==> config.mk <==
export PLATFORM = sky130hd
export DESIGN_NAME = modk_counter
export DESIGN_NICKNAME = d
export VERILOG_FILES = /design/src/rtl/modk_pkg.sv /design/src/rtl/modk_detector.sv /design/src/rtl/modk_step.sv /design/src/rtl/modk_counter.sv
export SDC_FILE = /design/constraint.sdc
export NUM_CORES = 1
export LEC_CHECK = 0
export BUFFER_PORTS_ARGS = -buffer_cell sky130_fd_sc_hd__buf_4
export CAP_MARGIN = 15
export CORE_AREA = 2 2 39 41
export DETAILED_ROUTE_END_ITERATION = 8
export DIE_AREA = 0 0 41 43
export MAX_ROUTING_LAYER = met4
export RECOVER_POWER = 50
export SLEW_MARGIN = 40
export SYNTH_ARGS = -nofsm -noshare
export SYNTH_HDL_FRONTEND = slang
export SYNTH_SLANG_ARGS = --single-unit
==> constraint.sdc <==
create_clock -name clk -period 1.7 [get_ports clk]
set_clock_uncertainty 0.1 [all_clocks]
set_input_delay 0.085 -clock clk [delete_from_list [all_inputs] [get_ports clk]]
set_output_delay 0.085 -clock clk [all_outputs]
set_load 0.01 [all_outputs]
==> src/rtl/modk_pkg.sv <==
package modk_pkg;
  typedef enum logic {
    RST_MASTER = 1'b0,
    RST_SYNC   = 1'b1
  } rst_style_e;
endpackage

==> src/rtl/modk_detector.sv <==
// Terminal-code decoder: ANDs only the bits that are one in TARGET.
module modk_detector #(
  parameter int                 WIDTH  = 4,
  parameter logic [WIDTH-1:0]   TARGET = '0
) (
  input  logic [WIDTH-1:0] state_i,
  output logic             hit_o
);
  logic [WIDTH-1:0] term;

  for (genvar b = 0; b < WIDTH; b++) begin : g_bit
    if (TARGET[b]) begin : g_use
      assign term[b] = state_i[b];
    end else begin : g_skip
      assign term[b] = 1'b1;
    end
  end

  assign hit_o = &term;
endmodule

==> src/rtl/modk_step.sv <==
// Next-state logic; the reset style picks which code is decoded.
module modk_step
  import modk_pkg::*;
#(
  parameter int         WIDTH   = 4,
  parameter int         MODULUS = 13,
  parameter rst_style_e STYLE   = RST_MASTER
) (
  input  logic [WIDTH-1:0] state_i,
  input  logic             en_i,
  output logic [WIDTH-1:0] state_d_o,
  output logic [WIDTH-1:0] count_d_o,
  output logic             wrap_d_o
);
  localparam logic [WIDTH-1:0] MOD_CODE  = WIDTH'(MODULUS);
  localparam logic [WIDTH-1:0] LAST_CODE = WIDTH'(MODULUS - 1);
  localparam logic [WIDTH-1:0] ONE       = WIDTH'(1);

  if (STYLE == RST_SYNC) begin : g_sync
    logic at_last;

    modk_detector #(.WIDTH(WIDTH), .TARGET(LAST_CODE)) u_det_last (
      .state_i (state_i),
      .hit_o   (at_last)
    );

    always_comb begin
      state_d_o = state_i;
      wrap_d_o  = 1'b0;
      if (en_i) begin
        if (at_last) begin
          state_d_o = '0;
          wrap_d_o  = 1'b1;
        end else begin
          state_d_o = state_i + ONE;
        end
      end
      count_d_o = state_d_o;
    end
  end else begin : g_master
    logic             in_term;
    logic             to_term;
    logic [WIDTH-1:0] cleared;
    logic [WIDTH-1:0] nxt;

    // Current state K acts as a reset that takes effect before counting.
    modk_detector #(.WIDTH(WIDTH), .TARGET(MOD_CODE)) u_det_cur (
      .state_i (state_i),
      .hit_o   (in_term)
    );

    assign cleared = in_term ? '0 : state_i;
    assign nxt     = en_i ? cleared + ONE : cleared;

    // Look ahead so the transient code never reaches the output register.
    modk_detector #(.WIDTH(WIDTH), .TARGET(MOD_CODE)) u_det_nxt (
      .state_i (nxt),
      .hit_o   (to_term)
    );

    always_comb begin
      state_d_o = nxt;
      count_d_o = to_term ? '0 : nxt;
      wrap_d_o  = en_i & to_term;
    end
  end
endmodule

==> src/rtl/modk_counter.sv <==
module modk_counter
  import modk_pkg::*;
#(
  parameter int         WIDTH   = 4,
  parameter int         MODULUS = 13,
  parameter rst_style_e STYLE   = RST_MASTER
) (
  input  logic             clk,
  input  logic             rst,
  input  logic             en,
  output logic [WIDTH-1:0] count_o,
  output logic             wrap_o
);
  if (MODULUS < 1 || MODULUS >= (1 << WIDTH)) begin : g_bad_mod
    $error("modk_counter: MODULUS out of range");
  end

  logic [WIDTH-1:0] state_q;
  logic [WIDTH-1:0] state_d;
  logic [WIDTH-1:0] count_d;
  logic             wrap_d;

  modk_step #(.WIDTH(WIDTH), .MODULUS(MODULUS), .STYLE(STYLE)) u_step (
    .state_i   (state_q),
    .en_i      (en),
    .state_d_o (state_d),
    .count_d_o (count_d),
    .wrap_d_o  (wrap_d)
  );

  always_ff @(posedge clk) begin
    if (rst) begin
      state_q <= '0;
      count_o <= '0;
      wrap_o  <= 1'b0;
    end else begin
      state_q <= state_d;
      count_o <= count_d;
      wrap_o  <= wrap_d;
    end
  end
endmodule

## Yosys cells after proc, flatten, opt, wreduce, memory -nomap -nowiden

Cells that the tools add are included.

| word-level totals | value |
|---|---|
| register bits | 9 |
| word-level logic and storage cells | 10 |

| operators by class | value |
|---|---|
| reduce and logical (&&, ||, !) cells | 3 |
| muxes and demuxes | 2 |
| $add $sub $neg | 1 |
| bitwise gates (word level) | 1 |

Operators by type and width:

| kind | number |
|---|---|
| 4-bit 2-to-1 mux | 2 |
| 3-bit AND reduction | 2 |
| 4-bit by 1-bit adder with 4-bit output, second input constant | 1 |
| 2-bit OR reduction | 1 |
| 1-bit AND | 1 |

## Depth between registers and ports, before layout

Gate-level depths: netlist of the first run.

| logic depth | value |
|---|---|
| depth after elaboration | 6 |
| gate-level depth with buffers | 7 |
| gate-level depth less buffers | 6 |

## By module

From an unflattened synthesis of the first run, not the netlist that was laid out.

| unflattened totals | value |
|---|---|
| cells, all modules | 36 |
| area, all modules | 367.9 sq um |

By module, submodules not included:

| module | area an instance (sq um) | seq. area each (sq um) | instances | cells each |
|---|---|---|---|---|
| modk_counter | 236.5 | 180.2 | 1 | 18 |
| modk_step | 118.9 | 0.0 | 1 | 16 |
| modk_detector | 6.3 | 0.0 | 2 | 1 |

## Worst setup path after synthesis of the first run

OpenSTA, ideal clock, no wires.

| timing path | value |
|---|---|
| path type | register to register |
| start point | register state_q[2] |
| end point | register wrap_o |
| cell stages (with the launch flop) | 8 |
| arrival time | 1.403 ns |
| path buffers | 1 |
| setup slack | 0.094 ns |
| cells stage by stage | dfxtp_1 > buf_6 > nand3_1 > and2_1 > ha_1 > nand2_1 > a31oi_1 > a2111oi_2 |

| on the way | value |
|---|---|
| longest elaborated chain between the ends | 6 |

RTL lines:

| what | line | text |
|---|---|---|
| from (decl) | modk_counter.sv:18 | `logic [WIDTH-1:0] state_q;` |
| from (signal assigned) | modk_counter.sv:37 | `state_q <= state_d;` |
| 3-bit AND reduction | modk_detector.sv:19 | `assign hit_o = &term;` |
| 4-bit 2-to-1 mux (*) | modk_step.sv:52 | `assign cleared = in_term ? '0 : state_i;` |
| 4-bit by 1-bit adder with 4-bit output | modk_step.sv:53 | `assign nxt = en_i ? cleared + ONE : cleared;` |
| 4-bit 2-to-1 mux (*) | modk_step.sv:53 |  |
| 3-bit AND reduction (*) | modk_detector.sv:19 |  |
| 1-bit AND (*) | modk_step.sv:64 | `wrap_d_o = en_i & to_term;` |
| to (signal assigned) | modk_counter.sv:39 | `wrap_o <= wrap_d;` |
| to (decl) | modk_counter.sv:12 | `output logic wrap_o` |

Every way passes the cells marked *; elsewhere a longest branch is shown, timed or not.
A chain may end at the register's enable or synchronous reset.

## Worst setup path after layout of the first run

| timing path | value |
|---|---|
| start point | register state_q[0] |
| end point | register wrap_o |

Same word-level chain as after synthesis.

==> results.cfg, run 1 <==
[power_and_ir_drop]
leakagePower_uw = 0.000229
power_uw = 447
power_density_nw_per_um2 = 851
ir_worst_vdd_uv = 321

[placement]
globalplace.congestion = 0.733
dp_slack_ns = 0.0368
hpwl_um = 557
io_buffers = 7

[floorplanning]
placementRows = 14
io_pins = 8
start_util_pct = 29.1
dieArea_um2 = 1760
die_w_um = 41
die_h_um = 43
coreArea_um2 = 1380

[grt]
grt_pass1_wl_mm = 1.13
track_usage_pct = 11.4
overflow = 0
grt_max_degree = 10
grt_antenna_before_repair = 0
grt_pass1_vias = 285

[layout]
most-common-layout-cells = dfxtp_1, buf_4, clkbuf_1
layout.cells.most_common = dfxtp_1
utilization_pct = 38.0
antenna_cells = 0
layout.nets = 60
drive_gt1_share_pct = 27.3
syn2layout_area_growth_pct = 30.4

[detailed_routing]
drc = 0
ant_nets = 0
first_pass_iters = 4
finalWirelength_um = 738
routed_via_density = 4.80
avgRoutedWirePerCell_um = 10.4
num_vias = 341
drt_iter0_markers = 4

[worst_setup_path]
worstSetupStartpointType = flop
worstPathCellList = a21boi_2 > ha_2 > and4b_1 > a31oi_2 > a2111oi_2
cp_slowest_cell = dfxtp_1
crit_path_end_kind = flop
crit_fanout = 4
arrival_ns = 1.67
cp.depth = 5
worstSetupPathType = flop to flop
required_ns = 1.77
crit_family = compound AO/OA/AOI/OAI gates
reg2regPathDepth = 5
slowest_delay_ns = 0.36
critPathBufInv = 0

[timing]
fmax_mhz = 623
fin_crit_sh_pct = 94.4
slew_headroom_pct = 83.9
fin_crit_ns = 1.60
hold_viol = 0
rsz0062_at_grt = false
worst_slew_pin_slew_ns = 0.241
setup_tns_ns = 0
postLayoutSetupSlackWorst_ns = 0.0953
setup_viol = 0
slew_violations = 0

[clock_network]
cts_root_buffer = clkbuf_4
clkSinkCount = 9
cts_buffers = 3
cts_tree = built
htreeDepth = 1
clk_latency_ns = 0.26
clkTransAtPathRegs_ns = 0.06
cts.path.max_buffers = 2

[synth]
postSynthAreaPerCell_um2 = 10.1
yosysUniqueCellTypes = 23
synth_seq_cells = 9
ys_seq_area_share_pct = 44.7
yosys_warnings = 0
syn_area_um2 = 403
syn_inst = 40
syn_nets = 44

[status]
status = complete, no violations

[flow_run]
maxCapViolCount = 0

[min_path]
hold_class = input pin to flop
holdPathStages = 3
[synthesized netlist by cell type]
cell type / count / share of area (%)
and3_1: 1 / 1.6
ha_1: 1 / 3.1
buf_1: 1 / 0.93
and2b_1: 1 / 1.9
nor2b_1: 1 / 1.6
a31oi_1: 2 / 3.1
and4b_1: 2 / 5.0
inv_1: 1 / 0.93
nor2_1: 3 / 2.8
nor3_1: 3 / 3.7
buf_6: 1 / 2.8
xnor2_1: 1 / 2.2
xor2_1: 2 / 4.3
nand4b_1: 1 / 2.2
a21boi_2: 1 / 2.8
nand3_1: 1 / 1.2
a21boi_1: 1 / 1.9
and2_1: 2 / 3.1
dfxtp_1: 9 / 45
mux2i_1: 1 / 2.5
nand2_1: 2 / 1.9
a2111oi_2: 1 / 3.7
and3b_1: 1 / 2.2
[cells by family after synthesis]
family	count (synthesis)	share of synthesized area, %
AOI/OAI and AO/OA	5	11.5
adders and majority gates	1	3.11
buffers and inverters	3	4.66
xor gates and xnor gates	3	6.52
and+or+nand+nor	18	27.0
muxes	1	2.48
DFF	9	44.7
[area by class of cell]
type	instances	area [um2]
clock buffer	4	26.3
fill	140	858
inverter	1	3.75
multi-input combinational	28	213
sequential	9	181
tap	16	20.0
timing repair buffer	13	81.3
[metrics by stage]
stage	area, um2	cells	hold slack [ns]
finish	526	71	0.0787
global route	526	71	0.0718
CTS	534	71	0.0679
detailed placement	498	66	0.229
global placement	498	66	0.234
floorplan	403	40	0.189
[power breakdown]
part	switching [uW]	internal [uW]	total [uW]
logic	27.1	29.1	56.1
clock network	75.5	90.5	166
registers	4.56	221	225
[timing repair]
item | 4_1_cts | 5_1_grt
setup endpoints to repair | 0 | 2
setup buffers | 0 | 0
hold buffers | 1 | 0
resized for setup | 0 | 4
hold endpoints to repair | 8 | 0
[state kept, by name (all words and copies together), names as in the netlist]
signal,cells
state_q,4
count_o,4
wrap_o,1
[layer usage]
metal | vias to the layer above | routed length [um] | GRT usage, %
met2 | 7 | 319 | 13.1
met4 | 0 | 51 | 14.0
met1 | 155 | 337 | 11.4
li1 | 174 | - | -
met5 | - | 0 | -
met3 | 5 | 30 | 6.28
[worst reg2reg max path, cell delays in order, from the launching register on]
cell and delay [ns]:
dfxtp_1 0.36, a21boi_2 0.21, ha_2 0.23, and4b_1 0.21
a31oi_2 0.05, a2111oi_2 0.34
[path summary, 6_finish.rpt]
kind	start	to	slack, ns
setup reg to reg	state_q[0]$_SDFF_PP0_	wrap_o$_SDFF_PP0_	0.1
hold / removal	en	wrap_o$_SDFF_PP0_	0.08
setup / recovery	state_q[0]$_SDFF_PP0_	wrap_o$_SDFF_PP0_	0.1
hold reg to reg	state_q[1]$_SDFF_PP0_	state_q[1]$_SDFF_PP0_	0.46
No activity file was read; power rests on OpenSTA's default activity.
==> run 2, diff against run 1 <==
- MAX_ROUTING_LAYER: met4 -> unset
==> results.cfg, run 2 (same netlist as run 1, synthesis figures left out) <==
[status]
status = complete, no violations

[worst_setup_path]
r2r_setup_slack_ns = 0.1
arrival_ns = 1.67
crit_path_end_kind = flop
cp_slowest_cell = dfxtp_1
crit_fanout = 4
worstSetupStartpointType = flop
cp-startpoint = state_q[0]$_SDFF_PP0_
reg2regPathDepth = 5
r2r_end = wrap_o$_SDFF_PP0_
slowest_delay_ns = 0.36
required_ns = 1.77
worstSetupPathType = flop to flop
critPathBufInv = 0
cp.depth = 5
crit_family = compound AO/OA/AOI/OAI gates
r2r_start = state_q[0]$_SDFF_PP0_
worstPathCellList = a21boi_2 > ha_2 > and4b_1 > a31oi_2 > a2111oi_2

[clock_network]
clkSinkCount = 9
cts_root_buffer = clkbuf_4
cts_buffers = 3
cts_tree = built
clkTransAtPathRegs_ns = 0.06
clk_latency_ns = 0.26
htreeDepth = 1
cts_setup_buffers = 0
cts.path.max_buffers = 2

[min_path]
hp-start = en
holdPathStages = 3
hold_class = input pin to flop
hold_end = wrap_o$_SDFF_PP0_

[grt]
grt_pass1_vias = 285
grt_pass1_wl_mm = 1.14
grt_max_degree = 10
overflow = 0
track_usage_pct = 11.1
grt_antenna_before_repair = 0

[timing]
worst_slew_pin_slew_ns = 0.242
fin_crit_sh_pct = 94.4
slew_violations = 0
hold_viol = 0
fin_crit_ns = 1.60
setup_tns_ns = 0
postLayoutSetupSlackWorst_ns = 0.0951
setup_viol = 0
slew_headroom_pct = 83.9
fmax_mhz = 623
rsz0062_at_grt = false

[placement]
dpl-instance-area_um2 = 498
globalplace.congestion = 0.725
dp_cells = 66
hpwl_um = 557
dp_slack_ns = 0.0368
io_buffers = 7

[detailed_routing]
finalWirelength_um = 739
drt_iter0_markers = 4
avgRoutedWirePerCell_um = 10.4
routed_via_density = 4.75
ant_nets = 0
num_vias = 337
drc = 0
first_pass_iters = 4

[power_and_ir_drop]
leakagePower_uw = 0.000229
power_density_nw_per_um2 = 853
ir_worst_vdd_uv = 321
power_uw = 448

[layout]
antenna_cells = 0
most-common-layout-cells = dfxtp_1, buf_4, clkbuf_1
fin_cells = 71
top_regs = count_o x4, state_q x4, wrap_o x1
syn2layout_area_growth_pct = 30.4
layout.cells.most_common = dfxtp_1
design_area_um2 = 526
drive_gt1_share_pct = 27.3
layout.nets = 60

[floorplanning]
start_util_pct = 29.1
io_pins = 8
die_w_um = 41
coreArea_um2 = 1380
placementRows = 14
die_h_um = 43
dieArea_um2 = 1760

[flow_run]
maxCapViolCount = 0
[run 2: final cells by class]
type	instances	area [um2]
Clock buffer	4	26.3
Sequential cell	9	181
Timing Repair Buffer	13	81.3
Tap cell	16	20.0
Multi-Input combinational cell	28	213
Fill cell	140	858
Inverter	1	3.75
[run 2: worst max-delay path by stage]
stage                       endpoint  slack (ns)
6_report           wrap_o$_SDFF_PP0_         0.1
5_1_grt            wrap_o$_SDFF_PP0_       0.006
4_1_cts        count_o[0]$_SDFF_PP0_        0.03
3_5_place_dp   count_o[0]$_SDFF_PP0_        0.04
3_3_place_gp   count_o[0]$_SDFF_PP0_        0.07
2_1_floorplan      wrap_o$_SDFF_PP0_        0.09
[run 2: where the power goes]
part           internal [uW]  switching [uW]  total (uW)
clock                   90.5            76.2         167
sequential               221            4.56         225
combinational           29.1            27.1        56.1
[run 2: timing repair]
item | in CTS | in global routing
hold buffers | 1 | 0
hold endpoints to repair | 8 | 0
setup endpoints to repair | 0 | 2
gates resized for setup | 0 | 4
[run 2: per-stage QoR]
step / utilization (%) / hold WS (ns)
after floorplan: - / 0.189
after global placement: 36.0 / 0.234
after detailed placement: 36.0 / 0.229
after CTS: 38.6 / 0.0679
after global routing: 38.0 / 0.0718
final: 38.0 / 0.0764
[run 2: tightest hold or removal path, cell delays in order]
cell and delay, ns:
buf_4 0.13, inv_1 0.12, a2111oi_2 0.06
[run 2: layer usage]
metal | global-route usage, % | up-vias | part of all wire [%]
met1 | 11.4 | 153 | 46
li1 | - | 174 | -
met5 | 0 | - | 0
met4 | 14.0 | 0 | 6.9
met2 | 13.1 | 6 | 43
met3 | 6.28 | 4 | 4.1
==> run 3, diff against run 2 <==
- ABC_AREA: unset -> 1
==> results.cfg, run 3 <==
[synth]
ys_async_sr_fraction_pct = 0
synth-edff-count = 0
synth_xor_xnor_area_share_pct = 0
syn_nets = 51
syn_inst = 47
synth_compound_area_share_pct = 9.44
synth_common_cells = nand2_1, dfxtp_1, inv_1, a21oi_1
muxShareOfSynthArea_pct = 0
ys_seq_area_share_pct = 50.3
yosys.cell_count.top_type = nand2_1
synth_fa_ha_area_share_pct = 3.50
synthSimpleGateAreaFrac_pct = 27.3
synthTopCellsByArea = dfxtp_1, nand2_1, inv_1
synth_seq_cells = 9
syn_area_um2 = 358
yosysUniqueCellTypes = 10
yosys_warnings = 0
synth_top_family_by_area = simple AND/OR/NAND/NOR gates
synth_ff_type = dfxtp_1
yosys.area.top_type = dfxtp_1
postSynthAreaPerCell_um2 = 7.61
synth_top_area_share_pct = 50.3

[timing]
fmax_mhz = 641
setup_tns_ns = 0
slew_headroom_pct = 87.4
setup_viol = 0
rsz0062_at_grt = false
hold_viol = 0
fin_crit_sh_pct = 91.7
worst_slew_pin_slew_ns = 0.189
slew_violations = 0
fin_crit_ns = 1.56

[power_and_ir_drop]
power_density_nw_per_um2 = 921
power_uw = 419
leakagePower_uw = 0.000240
ir_worst_vdd_uv = 338

[layout]
most-common-layout-cells = nand2_1, inv_1, dfxtp_1, clkbuf_1, a21oi_1
design_area_um2 = 455
layout.nets = 65
antenna_cells = 0
register_area_um2 = 180
top_regs = count_o x4, state_q x4, wrap_o x1
fill_cells = 159
drive_gt1_share_pct = 15.0
multi_input_area_um2 = 144
layout.cells.most_common = nand2_1
syn2layout_area_growth_pct = 27.3

[floorplanning]
die_w_um = 41
start_util_pct = 25.9
io_pins = 8
dieArea_um2 = 1760
die_h_um = 43
coreArea_um2 = 1380
placementRows = 14

[grt]
grt_max_degree = 6
grt_pass1_wl_mm = 1.18
overflow = 0
top_usage_layer = met2
met1_usage_pct = 10.4
grt_util_met2_pct = 15.9
grt_antenna_before_repair = 0
met3_usage_pct = 7.85
grt_pass1_vias = 298
track_usage_pct = 10.8

[worst_setup_path]
arrival_ns = 1.61
r2r_start = state_q[2]$_SDFF_PP0_
worstSetupStartpointType = flop
crit_path_end_kind = flop
reg2regPathDepth = 10
r2r_setup_slack_ns = 0.14
required_ns = 1.75
crit_fanout = 5
worstSetupPathType = flop to flop
worstPathCellList = nand3_2 > nand2_1 > inv_1 > ha_1 > nand2_1 > nand3_1 > nand2_1 > nand3_2 > nand2_1 > inv_1
slowest_delay_ns = 0.41
cp_slowest_cell = dfxtp_1
r2r_end = count_o[1]$_SDFF_PP0_
cpMostUsedCell = nand2_1

[detailed_routing]
ant_nets = 0
routed_via_density = 4.16
drc = 0
first_pass_iters = 4
avgRoutedWirePerCell_um = 8.68
finalWirelength_um = 660
drt_iter0_markers = 3
num_vias = 316

[min_path]
holdPathStages = 3
hold_class = input pin to flop
hold_end = state_q[1]$_SDFF_PP0_
hp-start = en

[clock_network]
cts_root_buffer = clkbuf_4
clkSinkCount = 9
post_cts_resize_count = 0
clkTransAtPathRegs_ns = 0.06
htreeDepth = 1
cts_tree = built
clk_latency_ns = 0.26
cts_buffers = 3
cts.path.max_buffers = 2

[placement]
dpl-instance-area_um2 = 438
hpwl_um = 526
globalplace.congestion = 0.726
io_buffers = 7

[flow_run]
maxCapViolCount = 0

[status]
status = complete, no violations
[run 3: critical path: cells and delay by family (launching register included)]
family,cells,cell delay [ns]
adders and majority gates,1,0.18
buffers and inverters,2,0.08
DFF,1,0.41
and+or+nand+nor,7,0.68
[run 3: power by group]
| part | internal (uW) | total [uW] | switching (uW) |
|---|---|---|---|
| Sequential | 220 | 224 | 4.49 |
| Combinational | 14.2 | 34.9 | 20.7 |
| Clock | 90.2 | 161 | 70.4 |
| Total | 324 | 419 | 95.5 |
[run 3: cells by family (layout without fill, tap and decap cells)]
family                   Yosys count  count (layout)
AND/OR/NAND/NOR                   22              22
flip-flops                         9               9
buffers and inverters              9              22
AO/OA/AOI/OAI                      6               6
adder cells (fa/ha/maj)            1               1
[run 3: routing by layer]
layer | vias to the layer above | wire, um
li1 | 172 | -
met1 | 137 | 244
met2 | 7 | 384
met3 | 0 | 31
met4 | 0 | 0
met5 | - | 0
[run 3: how the worst max path moves through the flow]
stage / to / slack (ns) / from / depth (start not counted)
4_1_cts: count_o[1]$_SDFF_PP0_ / 0.12 / state_q[2]$_SDFF_PP0_ / 10
3_5_place_dp: count_o[2]$_SDFF_PP0_ / 0.14 / state_q[2]$_SDFF_PP0_ / 10
5_1_grt: count_o[3]$_SDFF_PP0_ / 0.003 / state_q[2]$_SDFF_PP0_ / 10
6_report: count_o[1]$_SDFF_PP0_ / 0.14 / state_q[2]$_SDFF_PP0_ / 10
3_3_place_gp: count_o[2]$_SDFF_PP0_ / 0.16 / state_q[2]$_SDFF_PP0_ / 10
2_1_floorplan: count_o[3]$_SDFF_PP0_ / 0.24 / state_q[2]$_SDFF_PP0_ / 10
[run 3: per-stage QoR]
| step | worst slack [ns] | utilization (%) | hold WS (ns) | cells |
|---|---|---|---|---|
| 2_1_floorplan | 0.239 | - | 0.0533 | 47 |
| 3_3_place_gp | 0.159 | 31.6 | 0.184 | 71 |
| 3_5_place_dp | 0.137 | 31.6 | 0.184 | 71 |
| 4_1_cts | 0.124 | 34.3 | 0.0853 | 76 |
| 5_1_grt | 0.00319 | 32.9 | 0.104 | 76 |
| 6_report | 0.140 | 32.9 | 0.0873 | 76 |
[run 3: layout make-up]
cell class,count,area share [%]
flip-flops and latches,9,39.6
multi-input cells,29,31.6
repair buffers,9,11.3
inverters,9,7.42
clock buffers,4,5.77
well taps,16,4.40
[run 3: timing repair]
| item | CTS | global route |
|---|---|---|
| endpoints found under the hold margin | 4 | 0 |
| hold buffers | 1 | 0 |
| buffers inserted | 0 | 0 |
